## src/rtl/udd_pkg.sv

```systemverilog
package udd_pkg;

   typedef enum logic [3:0] {
      DS_UNSERVED = 4'd0,
      DS_BUSY     = 4'd1,
      DS_NORMAL   = 4'd2,
      DS_OVERRUN  = 4'd3
   } dd_status_e;

   typedef enum logic [1:0] {
      PH_IDLE = 2'd0,
      PH_MOVE = 2'd1,
      PH_LINK = 2'd2
   } phase_e;

   typedef struct packed {
      logic       done;
      logic       chain;
      logic       short_pkt;
      logic       overrun;
      dd_status_e code;
   } end_verdict_t;

endpackage

```

## src/rtl/udd_byte_cnt.sv

```systemverilog
module udd_byte_cnt #(
   parameter int LEN_W     = 16,
   parameter int BUS_BYTES = 4,
   localparam int BB_W     = $clog2(BUS_BYTES + 1)
) (
   input  logic             clk,
   input  logic             rst_n,
   input  logic             load,
   input  logic [LEN_W-1:0] load_len,
   input  logic             dec,
   input  logic [BB_W-1:0]  dec_bytes,
   output logic [LEN_W-1:0] rem,
   output logic             hit
);

   if (BUS_BYTES < 1 || BUS_BYTES > 64) begin : g_bad_bus
      initial $fatal(1, "udd_byte_cnt: BUS_BYTES out of range");
   end
   if (LEN_W <= BB_W) begin : g_bad_len
      initial $fatal(1, "udd_byte_cnt: LEN_W too small for beat width");
   end

   logic [LEN_W-1:0] step;
   assign step = LEN_W'(dec_bytes);
   assign hit  = dec && (step >= rem);

   always_ff @(posedge clk or negedge rst_n) begin
      if (!rst_n)
         rem <= '0;
      else if (load)
         rem <= load_len;
      else if (dec)
         rem <= hit ? '0 : rem - step;
   end

endmodule

```

## src/rtl/udd_end_decide.sv

```systemverilog
module udd_end_decide
   import udd_pkg::*;
(
   input  logic         hit,
   input  logic         pkt_end,
   input  logic         link_ok,
   input  logic         is_in,
   output end_verdict_t verdict
);

   always_comb begin
      verdict = '{done: 1'b0, chain: 1'b0, short_pkt: 1'b0,
                  overrun: 1'b0, code: DS_NORMAL};
      if (hit) begin
         verdict.done = 1'b1;
         if (pkt_end || link_ok) begin
            verdict.chain = link_ok;
         end else if (is_in) begin
            verdict.short_pkt = 1'b1;
         end else begin
            verdict.overrun = 1'b1;
            verdict.code    = DS_OVERRUN;
         end
      end
   end

endmodule

```

## src/rtl/udd_ep_enable.sv

```systemverilog
module udd_ep_enable #(
   parameter int NUM_EP = 16,
   localparam int EP_W  = $clog2(NUM_EP)
) (
   input  logic              clk,
   input  logic              rst_n,
   input  logic [NUM_EP-1:0] set_mask,
   input  logic              clr_valid,
   input  logic [EP_W-1:0]   clr_ep,
   output logic [NUM_EP-1:0] en
);

   if (NUM_EP < 2 || NUM_EP > 32) begin : g_bad_ep
      initial $fatal(1, "udd_ep_enable: NUM_EP out of range");
   end

   for (genvar i = 0; i < NUM_EP; i++) begin : g_bit
      logic kill;
      assign kill = clr_valid && (clr_ep == EP_W'(i));
      always_ff @(posedge clk or negedge rst_n) begin
         if (!rst_n)
            en[i] <= 1'b0;
         else if (kill)
            en[i] <= 1'b0;
         else if (set_mask[i])
            en[i] <= 1'b1;
      end
   end

endmodule

```

## src/rtl/udd_desc_close.sv

```systemverilog
module udd_desc_close
   import udd_pkg::*;
#(
   parameter int NUM_EP    = 16,
   parameter int LEN_W     = 16,
   parameter int BUS_BYTES = 4,
   localparam int EP_W     = $clog2(NUM_EP),
   localparam int BB_W     = $clog2(BUS_BYTES + 1)
) (
   input  logic              clk,
   input  logic              rst_n,
   input  logic [NUM_EP-1:0] en_set,
   output logic [NUM_EP-1:0] dma_en,
   input  logic              start_valid,
   input  logic [EP_W-1:0]   start_ep,
   input  logic              start_is_in,
   input  logic [LEN_W-1:0]  start_len,
   input  logic              start_link_ok,
   output logic              beat_ready,
   input  logic              beat_valid,
   input  logic [BB_W-1:0]   beat_bytes,
   input  logic              beat_pkt_end,
   output logic              fetch_req,
   input  logic              fetch_ack,
   input  logic [LEN_W-1:0]  fetch_len,
   input  logic              fetch_link_ok,
   output logic              eot_pulse,
   output logic [EP_W-1:0]   eot_ep,
   output logic [3:0]        eot_status,
   output logic              short_pkt,
   output logic              zlp_pulse,
   output logic [3:0]        desc_status
);

   phase_e       phase;
   logic [EP_W-1:0] cur_ep;
   logic         cur_in;
   logic         cur_link;
   dd_status_e   dstat_q;
   dd_status_e   eot_code_q;

   logic         start_ok, fetch_ok, load, load_zero, load_in, load_link;
   logic [LEN_W-1:0] load_len;
   logic [EP_W-1:0]  load_ep;
   logic         beat_take, hit;
   logic [LEN_W-1:0] rem;
   end_verdict_t verdict;

   assign start_ok  = (phase == PH_IDLE) && start_valid && dma_en[start_ep];
   assign fetch_ok  = (phase == PH_LINK) && fetch_ack;
   assign load      = start_ok || fetch_ok;
   assign load_len  = start_ok ? start_len     : fetch_len;
   assign load_link = start_ok ? start_link_ok : fetch_link_ok;
   assign load_in   = start_ok ? start_is_in   : cur_in;
   assign load_ep   = start_ok ? start_ep      : cur_ep;
   assign load_zero = load && (load_len == '0);
   assign beat_take = (phase == PH_MOVE) && beat_valid;

   udd_byte_cnt #(.LEN_W(LEN_W), .BUS_BYTES(BUS_BYTES)) i_cnt (
      .clk       (clk),
      .rst_n     (rst_n),
      .load      (load),
      .load_len  (load_len),
      .dec       (beat_take),
      .dec_bytes (beat_bytes),
      .rem       (rem),
      .hit       (hit)
   );

   udd_end_decide i_decide (
      .hit     (hit),
      .pkt_end (beat_pkt_end),
      .link_ok (cur_link),
      .is_in   (cur_in),
      .verdict (verdict)
   );

   udd_ep_enable #(.NUM_EP(NUM_EP)) i_en (
      .clk       (clk),
      .rst_n     (rst_n),
      .set_mask  (en_set),
      .clr_valid (beat_take && verdict.overrun),
      .clr_ep    (cur_ep),
      .en        (dma_en)
   );

   always_ff @(posedge clk or negedge rst_n) begin
      if (!rst_n) begin
         phase      <= PH_IDLE;
         cur_ep     <= '0;
         cur_in     <= 1'b0;
         cur_link   <= 1'b0;
         dstat_q    <= DS_UNSERVED;
         eot_code_q <= DS_UNSERVED;
         eot_ep     <= '0;
         eot_pulse  <= 1'b0;
         short_pkt  <= 1'b0;
         zlp_pulse  <= 1'b0;
      end else begin
         eot_pulse <= 1'b0;
         short_pkt <= 1'b0;
         zlp_pulse <= 1'b0;
         if (start_ok) begin
            cur_ep <= start_ep;
            cur_in <= start_is_in;
         end
         if (load) begin
            cur_link <= load_link;
            if (load_zero) begin
               eot_pulse  <= 1'b1;
               eot_ep     <= load_ep;
               eot_code_q <= DS_NORMAL;
               dstat_q    <= DS_NORMAL;
               zlp_pulse  <= load_in;
               phase      <= PH_IDLE;
            end else begin
               dstat_q <= DS_BUSY;
               phase   <= PH_MOVE;
            end
         end else if (beat_take && verdict.done) begin
            eot_pulse  <= 1'b1;
            eot_ep     <= cur_ep;
            eot_code_q <= verdict.code;
            dstat_q    <= verdict.code;
            short_pkt  <= verdict.short_pkt;
            phase      <= verdict.chain ? PH_LINK : PH_IDLE;
         end
      end
   end

   assign beat_ready  = (phase == PH_MOVE);
   assign fetch_req   = (phase == PH_LINK);
   assign eot_status  = eot_code_q;
   assign desc_status = dstat_q;

   // beats are counted only while the descriptor reads as being serviced
   a_r3_ready_busy: assert property (@(posedge clk) disable iff (!rst_n)
      beat_ready |-> (desc_status == 4'd1));

   // fetching and counting never overlap
   a_r5_fetch_excl: assert property (@(posedge clk) disable iff (!rst_n)
      !(fetch_req && beat_ready));

   // status output agrees with the end pulse code
   a_r4_eot_status: assert property (@(posedge clk) disable iff (!rst_n)
      eot_pulse |-> (desc_status == eot_status));

   // an overrun leaves the endpoint disabled in the same cycle
   a_r7_overrun_off: assert property (@(posedge clk) disable iff (!rst_n)
      (eot_pulse && eot_status == 4'd3) |-> !dma_en[eot_ep]);

   // a short packet is always a normal completion pulse
   a_r8_short_eot: assert property (@(posedge clk) disable iff (!rst_n)
      short_pkt |-> (eot_pulse && eot_status == 4'd2 && !fetch_req));

   // zero-length packet only with a normal end and idle afterwards
   a_r9_zlp_eot: assert property (@(posedge clk) disable iff (!rst_n)
      zlp_pulse |-> (eot_pulse && eot_status == 4'd2 && !beat_ready));

endmodule

```

## config.mk

```make
export PLATFORM = sky130hd
export DESIGN_NAME = udd_desc_close
export DESIGN_NICKNAME = d
export VERILOG_FILES = /design/src/rtl/udd_pkg.sv /design/src/rtl/udd_byte_cnt.sv /design/src/rtl/udd_end_decide.sv /design/src/rtl/udd_ep_enable.sv /design/src/rtl/udd_desc_close.sv
export SDC_FILE = /design/constraint.sdc
export NUM_CORES = 1
export LEC_CHECK = 0
export BUFFER_PORTS_ARGS = -buffer_cell sky130_fd_sc_hd__buf_4
export CORE_ASPECT_RATIO = 2
export CORE_MARGIN = 10
export CORE_UTILIZATION = 47
export CTS_BUF_LIST = sky130_fd_sc_hd__clkbuf_4 sky130_fd_sc_hd__clkbuf_8
export CTS_CLUSTER_SIZE = 8
export DETAILED_ROUTE_END_ITERATION = 8
export HOLD_SLACK_MARGIN = 0.1
export PLACE_DENSITY = 0.89
export SLEW_MARGIN = 20
export SYNTH_ARGS = -nofsm -noshare
export SYNTH_HDL_FRONTEND = slang
export SYNTH_SLANG_ARGS = --single-unit
```

## constraint.sdc

```tcl
create_clock -name clk -period 2.6 [get_ports clk]
set_input_delay 0.26 -clock clk [delete_from_list [all_inputs] [get_ports clk]]
set_output_delay 0.26 -clock clk [all_outputs]
set_load 0.03 [all_outputs]
```

==> impl_results.md <==
* Vias per cell at 5.861
* Layout cell share with drive strength beyond 1 at 37.47%
* Total CTS buffers at 5
* Compound-Gate Fraction of Synth Area at roughly 20%
* Pwr per Cell Area at around 830 nW/um^2
* Total GRT Usage at 20.57%
* Maximum vdd drop at 507.7 uV
* RSZ-0062 raised after global routing: yes
* Nets@finish at ~490
* Worst-Margin Slew at approximately 0.67 ns
* Reg clk slew, reported paths at 0.10 ns
* Slew headroom at a little under three fifths
* Core Area at 6056 um^2
* Num rows at 40
* Clock buffer depth at 2
* Post-synthesis mux area share at 5.594%
* Pins Over Slew Limit at 0
* Synth Area in Adders at between 1.5 and 2%
* Simple-gate share of the synthesized area at 23.65%
* Critical Path Fanout Max at 6
* Starting Density at 48.39%
* GRT overflow at 0
* Metal-1 WL at 3344 um
* Initial antenna violation count at 0
* Dpl hpwl at roughly 8400 um
* DR WL/cell at just over 20 um
* Vias post-DR at 2948
* Period utilization at 97.25%
* I/O Pins at 97
* ANT cells at 0
* Post-synth EDFFs at 0
* Worst hold stages at 3
* Area added between synthesis and finish at 35.57%
* DR iter-0 viols at between 200 and 300
* Clock root cell: clkbuf_8
* Clock Sinks at 51
* Ys async rst share at 100.0%
* Arrival time worst endpoint at 2.69 ns
* Final setup viols at 0
* DRC violations left at 0
* Main combinational cell family by area after synthesis: simple AND/OR/NAND/NOR gates
* Critical Path Slowest Stage Cell: dfrtp_1
* WL met2 at 6006 um
* Critical path endpoint: i_en.en[14]$_DFFE_PN0P_
* Mapped Cells at just over 300
* Clk_lat worst skew at approximately 0.3 ns
* First-pass GRT wire length at between 15000 and 20000 um
* #FFs+latches synth at 51
* Number of global-route vias before repair at ~3200
* Min Hold Slack at 0.1637 ns
* Syn_area_per_cell at 9.483 um^2
* Crit path launch type: flop
* Post-synth cell types at a little over 60
* CP peak stage delay at about 0.4 ns
* Beginning of the critical path: i_cnt.rem[0]$_DFFE_PN0P_
* Synthesized area at 2930 um^2
* Port Buffers at 92
* Met3 WL at roughly 660 um
* Top layer in use: met4
* Hold Crit Start: start_len[3]
* Status: finished, final reports clean
* Max_cap viols at 0
* Die W at 75.84 um
* Most frequent cells in the layout: 115 x buf_4, 51 x dfrtp_1, 37 x nor2_1, 30 x nand2_1, 21 x a21oi_1
* Reg-to-Reg Start: i_cnt.rem[0]$_DFFE_PN0P_
* Critical R2R Capture: i_en.en[14]$_DFFE_PN0P_
* Clk_skew at 0.01306 ns
* R2R Setup Slk at 0.07 ns
* Synth Flop Type: dfrtp_1
* Warnings, synthesis at 0
* Register area share after synthesis at 43.55%
* Commonest non-fill, non-tap cell in the layout: buf_4
* Worst setup path class: reg -> reg
* CP dominant cell by count: inv_1
* Full die area at 9985 um^2
* Worst reg2reg path depth at 11
* Crit path capture type: flop
* Final WL at between 10000 and 15000 um
* Crit path time final at 2.528 ns
* Routability cong. at ~0.98
* Total power at about 0.0033 W
* Final antenna-violating net count at 0
* Fmax achieved at 0.3955 GHz
* Leakage at about 1.7 nW
* Hold Crit Class: in -> reg
* Htree depth at 2
* WP data required at around 2.8 ns
* Critical-path cell list: inv_1 -> ha_2 -> inv_1 -> fa_2 -> a21oi_2 -> a31oi_2 -> nor4_4 -> buf_4 -> nand3b_4 -> nor3b_4 -> a31oi_1
* Total iterations of the first detailed-routing run at 5
* Die Height at between 100 and 150 um
* Largest net degree at the start of global routing at 52
* CTS tree: done
* Final Hold Vio Count at 0
* Xor/xnor share of the synthesized area at 0.5978%
[cell usage after synthesis (all sizes together) (2+ instances only)]
cell | n | area (um^2)
dfrtp | 51 | 1276
nor2 | 38 | 145.1
nand2 | 31 | 123.9
a21oi | 22 | 110.1
o21ai | 17 | 85.08
nor4 | 13 | 111.4
inv | 12 | 45.04
nor3 | 12 | 65.06
buf | 8 | 56.30
clkbuf | 8 | 30.03
a22oi | 6 | 45.04
a31oi | 6 | 37.54
nand3 | 6 | 35.03
o31ai | 6 | 45.04
mux2 | 5 | 56.30
mux2i | 5 | 62.56
nor2b | 5 | 31.28
nand4 | 4 | 31.28
or2 | 4 | 25.02
a221oi | 3 | 38.79
ha | 3 | 37.54
nand2b | 3 | 18.77
o221a | 3 | 33.78
a211o | 2 | 17.52
a221o | 2 | 20.02
a311oi | 2 | 17.52
and3 | 2 | 12.51
mux4 | 2 | 45.04
nor3b | 2 | 25.02
o211ai | 2 | 15.01
o221ai | 2 | 17.52
o31a | 2 | 17.52
xor2 | 2 | 17.52
[routing by layer]
metal | vias to the layer above | track usage [%]
met3 | 34 | 4.827
li1 | 1361 | -
met1 | 1417 | 18.79
met4 | 0 | 9.771
met5 | - | 0
met2 | 136 | 38.87
[cell families (layout without fill, tap and decap cells)]
logic type,Yosys count,after routing
buffers and inverters,28,135
AO/OA/AOI/OAI,84,84
AND/OR/NAND/NOR,127,127
multiplexers,12,12
other,1,4
flip-flops,51,51
adder cells (fa/ha/maj),4,4
XOR/XNOR,2,2
[what timing repair did]
| item | CTS | global route |
|---|---|---|
| gates cloned | 0 | 0 |
| hold endpoints to repair | 51 | 0 |
| buffers inserted | 0 | 1 |
| hold buffers | 1 | 0 |
| setup endpoints to repair | 4 | 27 |
| pin swaps | 1 | 2 |
| gates resized for setup | 0 | 11 |
[metrics by stage]
step	cell area [um^2]	utilization, %	setup TNS, ns	std cells	setup slack [ns]
after detailed placement	3816	63.02	-0.006069	494	-0.006069
after global routing	3973	65.60	-0.1394	503	-0.04339
after global placement	3816	63.02	0	494	0.07622
final	3973	65.60	0	503	0.07158
after CTS	3914	64.63	0	502	0.04623
after floorplan	2942	-	0	312	0.2168
[power by group]
| part | internal, W | switching [W] |
|---|---|---|
| logic | 0.000669 | 0.000840 |
| registers | 0.00102 | 0.000319 |
| clock network | 0.000210 | 0.000256 |
| total | 0.00190 | 0.00142 |
[flip-flops by register name, indices dropped and copies added, names as in the netlist]
signal and flops:
cur_ep 4, cur_in 1, cur_link 1, desc_status 2, eot_ep 4, eot_pulse 1
eot_status 2, i_cnt.rem 16, i_en.en 16, phase 2, short_pkt 1, zlp_pulse 1
[how the worst min path moves through the flow]
stage | end | slack (ns)
after global placement | i_cnt.rem[3]$_DFFE_PN0P_ | 0.32
after detailed placement | i_cnt.rem[1]$_DFFE_PN0P_ | 0.33
after global routing | i_cnt.rem[4]$_DFFE_PN0P_ | 0.16
final | i_cnt.rem[3]$_DFFE_PN0P_ | 0.16
after CTS | i_cnt.rem[1]$_DFFE_PN0P_ | 0.16
after floorplan | cur_ep[0]$_DFF_PN0_ | -0.04
[final cells by class]
| cell class | instances | area, um^2 |
|---|---|---|
| repair buffers | 116 | 873.3 |
| well taps | 84 | 105.1 |
| inverters | 12 | 45.04 |
| clock inverters | 1 | 5.005 |
| multi-input cells | 233 | 1585 |
| fillers | 489 | 2083 |
| clock buffers | 6 | 82.58 |
| flip-flops and latches | 51 | 1276 |
[critical path, delay by kind of cell (launching register included)]
| kind | cells | cell delay (ns) |
|---|---|---|
| buf+inv | 3 | 0.31 |
| compound gates | 3 | 0.37 |
| simple gates | 3 | 0.75 |
| flops | 1 | 0.39 |
| fa+ha+maj | 2 | 0.56 |
Note: power is estimated with default switching activity, not from simulation.
